$ cat src/rtl/prio_bank_pkg.sv
package prio_bank_pkg;

    localparam int LANES  = 4;
    localparam int LANE_W = 8;
    localparam int WORD_W = LANES * LANE_W;

    typedef logic [LANE_W-1:0] lane_t;
    typedef logic [WORD_W-1:0] word_t;

    typedef struct packed {
        logic             wr;
        logic             rd;
        logic [LANES-1:0] be;
        word_t            wdata;
    } bus_cmd_t;

    // Mask keeping the upper 'bits' bits of one lane
    function automatic lane_t lane_keep(input int bits);
        return lane_t'(8'hFF << (LANE_W - bits));
    endfunction

    function automatic word_t word_keep(input int bits);
        return {LANES{lane_keep(bits)}};
    endfunction

endpackage

$ cat src/rtl/prio_addr_decode.sv
module prio_addr_decode
    import prio_bank_pkg::*;
#(
    parameter int IDX_W     = 6,
    parameter int NUM_WORDS = 8
) (
    input  logic [IDX_W-1:0]     word_idx,
    input  logic                 wr,
    output logic                 in_range,
    output logic [NUM_WORDS-1:0] wr_sel
);

    assign in_range = ({1'b0, word_idx} < (IDX_W+1)'(NUM_WORDS));

    always_comb begin
        wr_sel = '0;
        for (int i = 0; i < NUM_WORDS; i++) begin
            if (wr && in_range && (word_idx == IDX_W'(i)))
                wr_sel[i] = 1'b1;
        end
    end

endmodule

$ cat src/rtl/prio_word.sv
module prio_word
    import prio_bank_pkg::*;
#(
    parameter int PRIO_BITS = 5
) (
    input  logic             clk,
    input  logic             rst,
    input  logic             we,
    input  logic [LANES-1:0] be,
    input  word_t            wdata,
    output word_t            q
);

    localparam lane_t KEEP = lane_keep(PRIO_BITS);

    for (genvar l = 0; l < LANES; l++) begin : g_lane
        lane_t field;
        // Masked bits are constant zero, so their flops reduce away
        always_ff @(posedge clk) begin
            if (rst)
                field <= '0;
            else if (we && be[l])
                field <= wdata[l*LANE_W +: LANE_W] & KEEP;
        end
        assign q[l*LANE_W +: LANE_W] = field;
    end

endmodule

$ cat src/rtl/prio_read_mux.sv
module prio_read_mux
    import prio_bank_pkg::*;
#(
    parameter int IDX_W     = 6,
    parameter int NUM_WORDS = 8
) (
    input  logic [NUM_WORDS*WORD_W-1:0] words,
    input  logic [IDX_W-1:0]            word_idx,
    input  logic                        in_range,
    output word_t                       sel
);

    always_comb begin
        sel = '0;
        for (int i = 0; i < NUM_WORDS; i++) begin
            if (in_range && (word_idx == IDX_W'(i)))
                sel = words[i*WORD_W +: WORD_W];
        end
    end

endmodule

$ cat src/rtl/prio_reg_bank.sv
module prio_reg_bank
    import prio_bank_pkg::*;
#(
    parameter int NUM_IRQ   = 32,
    parameter int PRIO_BITS = 5,
    parameter int ADDR_W    = 8
) (
    input  logic              clk,
    input  logic              rst,
    input  logic              bus_wr,
    input  logic              bus_rd,
    input  logic [ADDR_W-1:0] bus_addr,
    input  logic [LANES-1:0]  bus_be,
    input  logic [WORD_W-1:0] bus_wdata,
    output logic [WORD_W-1:0] bus_rdata
);

    localparam int NUM_WORDS = NUM_IRQ / LANES;
    localparam int IDX_W     = ADDR_W - 2;

    bus_cmd_t                    cmd;
    logic [IDX_W-1:0]            word_idx;
    logic                        in_range;
    logic [NUM_WORDS-1:0]        wr_sel;
    logic [NUM_WORDS*WORD_W-1:0] words;
    word_t                       rd_word;
    word_t                       rdata_q;

    assign cmd      = '{wr: bus_wr, rd: bus_rd, be: bus_be, wdata: bus_wdata};
    assign word_idx = bus_addr[ADDR_W-1:2];

    prio_addr_decode #(.IDX_W(IDX_W), .NUM_WORDS(NUM_WORDS)) u_dec (
        .word_idx (word_idx),
        .wr       (cmd.wr),
        .in_range (in_range),
        .wr_sel   (wr_sel)
    );

    for (genvar w = 0; w < NUM_WORDS; w++) begin : g_word
        prio_word #(.PRIO_BITS(PRIO_BITS)) u_word (
            .clk   (clk),
            .rst   (rst),
            .we    (wr_sel[w]),
            .be    (cmd.be),
            .wdata (cmd.wdata),
            .q     (words[w*WORD_W +: WORD_W])
        );
    end

    prio_read_mux #(.IDX_W(IDX_W), .NUM_WORDS(NUM_WORDS)) u_mux (
        .words    (words),
        .word_idx (word_idx),
        .in_range (in_range),
        .sel      (rd_word)
    );

    // Read data is captured from pre-edge storage: read-before-write
    always_ff @(posedge clk) begin
        if (rst)
            rdata_q <= '0;
        else if (cmd.rd)
            rdata_q <= rd_word;
    end

    assign bus_rdata = rdata_q;

endmodule

$ cat config.mk
export PLATFORM = sky130hd
export DESIGN_NAME = prio_reg_bank
export DESIGN_NICKNAME = d
export VERILOG_FILES = /design/src/rtl/prio_bank_pkg.sv /design/src/rtl/prio_addr_decode.sv /design/src/rtl/prio_word.sv /design/src/rtl/prio_read_mux.sv /design/src/rtl/prio_reg_bank.sv
export SDC_FILE = /design/constraint.sdc
export NUM_CORES = 1
export LEC_CHECK = 0
export BUFFER_PORTS_ARGS = -buffer_cell sky130_fd_sc_hd__buf_2
export CORE_ASPECT_RATIO = 1.5
export CORE_MARGIN = 8
export CORE_UTILIZATION = 59
export CTS_BUF_LIST = sky130_fd_sc_hd__clkbuf_16
export DETAILED_ROUTE_END_ITERATION = 8
export PLACE_DENSITY = 0.9
export SLEW_MARGIN = 20
export SYNTH_ARGS = -nofsm -noshare
export SYNTH_HDL_FRONTEND = slang
export SYNTH_SLANG_ARGS = --single-unit
$ cat constraint.sdc
create_clock -name clk -period 2.7 [get_ports clk]
set_clock_uncertainty 0.15 [all_clocks]
set_input_delay 0.405 -clock clk [delete_from_list [all_inputs] [get_ports clk]]
set_output_delay 0.405 -clock clk [all_outputs]
set_load 0.005 [all_outputs]
==> results of run 1 <==
## synthesized netlist by cell type
master / number
and2_1: 1
o21ai_0: 19
nor4_1: 1
nand4b_1: 4
or4_1: 1
inv_1: 1
o22ai_1: 3
nand2_1: 35
a221oi_1: 17
clkinv_1: 1
or4b_1: 1
nor2_1: 164
buf_1: 3
nor4b_2: 1
or3_1: 1
nand2b_1: 3
nor4_4: 4
mux2i_1: 176
conb_1: 1
nor2b_1: 6
o211a_1: 3
a221o_1: 18
nand4_1: 16
nor3_2: 1
a2bb2oi_1: 4
a31oi_1: 3
dfxtp_1: 180
a21oi_1: 6
buf_8: 1
nor3_4: 11
nor3b_1: 3
mux4_2: 18
a211oi_1: 18
and3b_1: 1
nor3_1: 2
buf_4: 13
nor4b_1: 1
clkbuf_1: 62
buf_2: 12
## metal layers
metal,vias to the layer above,track usage
met3,113,0.06351
met2,283,0.4117
met4,2,0.2039
li1,2942,-
met5,-,0
met1,3118,0.2483
## per-stage QoR
stage               hold slack, ps  worst slack (ps)
floorplan                    301.7             528.8
global placement             313.4             274.2
detailed placement           319.9             241.1
CTS                          177.1             691.0
global route                 189.0             581.6
finish                       181.0             664.5
## power groups by stage
stage / combinational, mW / clock, mW / sequential [mW]
after floorplan: 0.222 / 0 / 2.72
after global placement: 0.317 / 0 / 2.72
after detailed placement: 0.320 / 0 / 2.72
after CTS: 0.323 / 2.39 / 2.66
after global routing: 0.345 / 2.50 / 2.66
final: 0.331 / 2.39 / 2.66
## flip-flops by register name, indices dropped and copies added, names as in the netlist
signal / cells
bus_rdata: 20
g_word.u_word.g_lane.field: 160
## logic make-up after synthesis
logic type             share of synthesized area
and+or+nand+nor                           0.1601
muxes                                     0.2641
DFF                                       0.4392
buffers and inverters                    0.05170
AOI/OAI and AO/OA                        0.08434
other                                  0.0004571
## tightest hold or removal path: cells and delay by family
family / cells / cell delay [ps]
buf+inv: 1 / 170
mux: 1 / 90
simple gates: 1 / 70
## how the worst max path moves through the flow
| stage | startpoint | endpoint | depth (start not counted) |
|---|---|---|---|
| 5_1_grt | bus_addr[4] | bus_rdata[14] | 6 |
| 6_report | bus_addr[4] | g_word[1].u_word.g_lane[2].field[7] | 6 |
| 2_1_floorplan | bus_addr[5] | g_word[0].u_word.g_lane[1].field[7] | 6 |
| 3_3_place_gp | bus_addr[4] | g_word[0].u_word.g_lane[2].field[5] | 6 |
| 3_5_place_dp | bus_addr[4] | g_word[0].u_word.g_lane[1].field[3] | 6 |
| 4_1_cts | bus_addr[4] | g_word[0].u_word.g_lane[3].field[6] | 7 |
## area by class of cell
| type | instances | area [µm²] | area share |
|---|---|---|---|
| diodes | 1 | 2.502 | 0.0002734 |
| clock buffers | 17 | 425.4 | 0.04647 |
| flip-flops and latches | 180 | 3603 | 0.3937 |
| inverters | 2 | 7.507 | 0.0008201 |
| repair buffers | 83 | 530.5 | 0.05796 |
| clock inverters | 15 | 138.9 | 0.01517 |
| multi-input cells | 554 | 4239 | 0.4631 |
| well taps | 165 | 206.4 | 0.02255 |
==> impl_metrics.toml, run 1 <==
[hold_path]
min-delay-path-class = "in2reg"
hold_path_startpoint = "bus_wdata[27]"
hold_depth = 3
whs_endpoint = "g_word[7].u_word.g_lane[3].field[3]"

[floorplanning]
initial_core_util = 0.5948
die_y_um = 160.4
ioPinCount = 80
core_mm2 = 0.01379
fp-row-count = 53
die_area_mm2 = 0.01801
die_x_um = 112.3

[global_route]
overflow = 0
antenna_found_initial = 2
grt_pass1_wl_um = 34440
grt_pass1_vias = 6618
grt_usage = 0.2439
grt_max_degree = 166

[sta]
period_needed_ps = 2036
hold_viol_final = 0
slew-limit-headroom = 0.5319
period_share = 0.7539
finalMaxSlewViolations = 0
setup_tns_ps = 0
setup_viol = 0
max_freq_mhz = 491.3
tightest_slew_ps = 702.2
rsz0062_at_grt = "false"

[cells_and_area]
area_delta_synth_final_pct = 11.58
final_cell_area_mm2 = 0.009154
finalNetCount = 886
fin_cells = 1017
final_common_cell = "dfxtp_1"
final_cell_mix = "180 x dfxtp_1, 176 x mux2i_1, 164 x nor2_1"
drive_above_1_share = 0.1774
fin_util = 0.6636
fill_cells = 991

[power_and_ir_drop]
seq_power_share = 0.494
pwr-share-comb = 0.061
p_clk_frac = 0.444
p_switching_mw = 1.414
p_leak_nw = 3.950
switching_share = 0.2625
power.density_mw_per_mm2 = 588.5
internal_power_mw = 3.973
peakVddDrop_mv = 0.3672
fin_total_pwr_mw = 5.387

[clock_tree]
cts_resized = 0
clock_path_buffers = 2
cts-root-buf = "clkbuf_16"
clk_pin_slew_worst_paths_ps = 70
clock_latency_ps = 440
cts_tree = "yes"
cts.sinks = 180
post_cts_buffers = 0
cts_made_buffers = 17
postCtsHoldBufs = 0
cts_max_level = 4

[placement]
port_buffers = 53
placed_area_mm2 = 0.008587
routabilityCongestion = 0.8548
dpl.cell_count = 984
hpwlAfterDp_um = 14490

[setup_path]
cp_max_fo = 12
reg2reg_depth = 4
timing.rr.end = "bus_rdata[20]"
slowest_stage = "or4_1"
crit_type = "in2reg"
cp.required_ps = 2840
rrSetupSlack_ps = 1070
path_cells = "buf_2, or4_1, buf_4, nor3_4, mux2i_1, nor2_1"
rr_startpoint = "g_word[3].u_word.g_lane[2].field[4]"
critPathArrivalTime_ps = 2170
cpLargestDelayFamily = "simple AND/OR/NAND/NOR gates"
critPathMaxStageDelay_ps = 520
path_buf_inv = 2
cp-end-kind = "flip-flop"
startpoint_type = "input pin"

[route]
drtIter0Drc = 693
routed_wl_um = 21740
wl_met2_um = 10820
dr_wl_met3_um = 1501
firstDrtPassIters = 6
ant_nets = 0
vias = 6458
wl_per_cell_um = 21.37
drc_errors = 0
via_per_inst = 6.350
top_layer_used = "met5"
wl_met1_um = 7746

[synthesis]
syn_inst = 816
ys_warn_count = 0
ys_types = 39
yosys-top-cells-area = "dfxtp_1 44%, mux2i_1 21%, nor2_1 7.5%"
netlist.area_leader.share = 0.4392
ys_seq_area_frac = 0.4392
syn_area_mm2 = 0.008204
ys_seq_elements = 180
avgSynthCellArea_um2 = 10.05
synth_area_leader_cell = "dfxtp_1"

[status]
status = "finished clean"

[job]
drv_cap = 0
Note: power is estimated with default switching activity, not from simulation.
==> inputs of run 2 (changes only) <==
clock period = 1.95 ns   (was 2.7 ns; I/O delays follow)
==> impl_metrics.toml, run 2 (synthesis results as in run 1) <==
[status]
status = "finished clean"

[global_route]
overflow = 0
grt_usage = 0.2598
antenna_found_initial = 1
grt_max_degree = 166
grt_pass1_vias = 7116
grt_pass1_wl_um = 36980

[route]
firstDrtPassIters = 7
vias = 6930
wl_per_cell_um = 22.10
top_layer_used = "met4"
wl_met2_um = 11970
dr_wl_met3_um = 1897
via_per_inst = 6.459
drtIter0Drc = 681
ant_nets = 0
wl_met1_um = 8153
drc_errors = 0
routed_wl_um = 23710

[floorplanning]
die_x_um = 112.3
fp-row-count = 53
ioPinCount = 80
initial_core_util = 0.5948
core_mm2 = 0.01379
die_y_um = 160.4
die_area_mm2 = 0.01801

[placement]
routabilityCongestion = 0.8787
port_buffers = 53
dp_slack_ps = -188.6
hpwlAfterDp_um = 15360

[clock_tree]
cts-root-buf = "clkbuf_16"
cts_max_level = 4
cts_resized = 0
cts.sinks = 180
cts_made_buffers = 17
post_cts_buffers = 0
clock_path_buffers = 2
postCtsHoldBufs = 0
clock_latency_ps = 440
cts_tree = "yes"
clk_pin_slew_worst_paths_ps = 80

[power_and_ir_drop]
fin_total_pwr_mw = 7.661
switching_share = 0.2697
p_switching_mw = 2.066
p_clk_frac = 0.452
internal_power_mw = 5.596
pwr-share-comb = 0.067
power.density_mw_per_mm2 = 780.5
seq_power_share = 0.481
p_leak_nw = 4.295
peakVddDrop_mv = 0.6480

[setup_path]
rrSetupSlack_ps = 290
critPathArrivalTime_ps = 1890
cp-end-kind = "flip-flop"
path_cells = "buf_2, or4_4, buf_12, nor4_4, buf_4, mux2i_1, nor2_1"
critPathMaxStageDelay_ps = 540
cp.required_ps = 2090
cpLargestDelayFamily = "simple AND/OR/NAND/NOR gates"
slowest_stage = "or4_4"
crit_type = "in2reg"
reg2reg_depth = 4
startpoint_type = "input pin"
path_buf_inv = 3
rr_startpoint = "g_word[3].u_word.g_lane[0].field[7]"
timing.rr.end = "bus_rdata[7]"
cp_max_fo = 12

[sta]
hold_viol_final = 0
hold_slack_ps = 63.59
max_freq_mhz = 571.5
rsz0062_at_grt = "false"
period_needed_ps = 1750
setup_viol = 0
period_share = 0.8973
finalMaxSlewViolations = 0
setup_tns_ps = 0
tightest_slew_ps = 783.1
slew-limit-headroom = 0.4774
fin_ws_ps = 200.3

[cells_and_area]
fill_cells = 835
final_cell_mix = "180 x dfxtp_1, 176 x mux2i_1, 163 x nor2_1"
top_register = "g_word.u_word.g_lane.field"
finalNetCount = 942
largest_register_ffs = 160
drive_above_1_share = 0.2304
area_delta_synth_final_pct = 19.64
fin_util = 0.7116
final_common_cell = "dfxtp_1"

[hold_path]
hold_depth = 3
whs_endpoint = "g_word[3].u_word.g_lane[0].field[3]"
hold_path_startpoint = "bus_wdata[3]"
min-delay-path-class = "in2reg"

[job]
drv_cap = 0
## run 2: cell count changes in the layout (fill, tap and decap cells not counted), sizes merged
cell	before	now
clkinv	5	9
clkinvlp	2	0
inv	10	8
buf	83	139
## run 2: worst max-delay path by stage
stage / from / to / slack, ps / depth (start not counted)
after CTS: bus_addr[5] / g_word[0].u_word.g_lane[1].field[7] / 200 / 7
after global routing: bus_addr[5] / g_word[0].u_word.g_lane[1].field[7] / 150 / 7
after global placement: bus_addr[5] / g_word[0].u_word.g_lane[2].field[5] / -120 / 7
final: bus_addr[5] / g_word[0].u_word.g_lane[1].field[7] / 200 / 7
after detailed placement: bus_addr[5] / g_word[1].u_word.g_lane[1].field[7] / -190 / 7
after floorplan: bus_addr[5] / g_word[0].u_word.g_lane[1].field[7] / -80 / 6
## run 2: worst register-to-register path, stage by stage, from the launching register on
cell      delay (ps)
dfxtp_1          320
mux4_2           470
a221oi_1         360
buf_4            180
nor3_1            40
## run 2: area by class of cell
cell class | instances | area, µm² | area share
Antenna cell | 1 | 2.502 | 0.0002549
Clock buffer | 17 | 425.4 | 0.04334
Clock inverter | 15 | 186.4 | 0.01899
Inverter | 2 | 7.507 | 0.0007648
Multi-Input combinational cell | 554 | 4245 | 0.4325
Sequential cell | 180 | 3603 | 0.3671
Tap cell | 165 | 206.4 | 0.02103
Timing Repair Buffer | 139 | 1139 | 0.1160
## run 2: power groups by stage
stage / Combinational [mW] / Clock [mW] / Sequential [mW]
finish: 0.515 / 3.46 / 3.69
global route: 0.535 / 3.63 / 3.69
floorplan: 0.309 / 0 / 3.77
detailed placement: 0.489 / 0 / 3.77
CTS: 0.498 / 3.46 / 3.69
global placement: 0.480 / 0 / 3.77
## run 2: per-layer routing
layer,vias up,track usage
met1,3348,0.2607
met2,414,0.4515
li1,3054,-
met3,114,0.05975
met5,-,0
met4,0,0.2107
## run 2: metrics by stage
| stage | instance area (µm²) | cells |
|---|---|---|
| floorplan | 8262 | 827 |
| global placement | 9199 | 1040 |
| detailed placement | 9199 | 1040 |
| CTS | 9811 | 1072 |
| global route | 9816 | 1073 |
| finish | 9816 | 1073 |
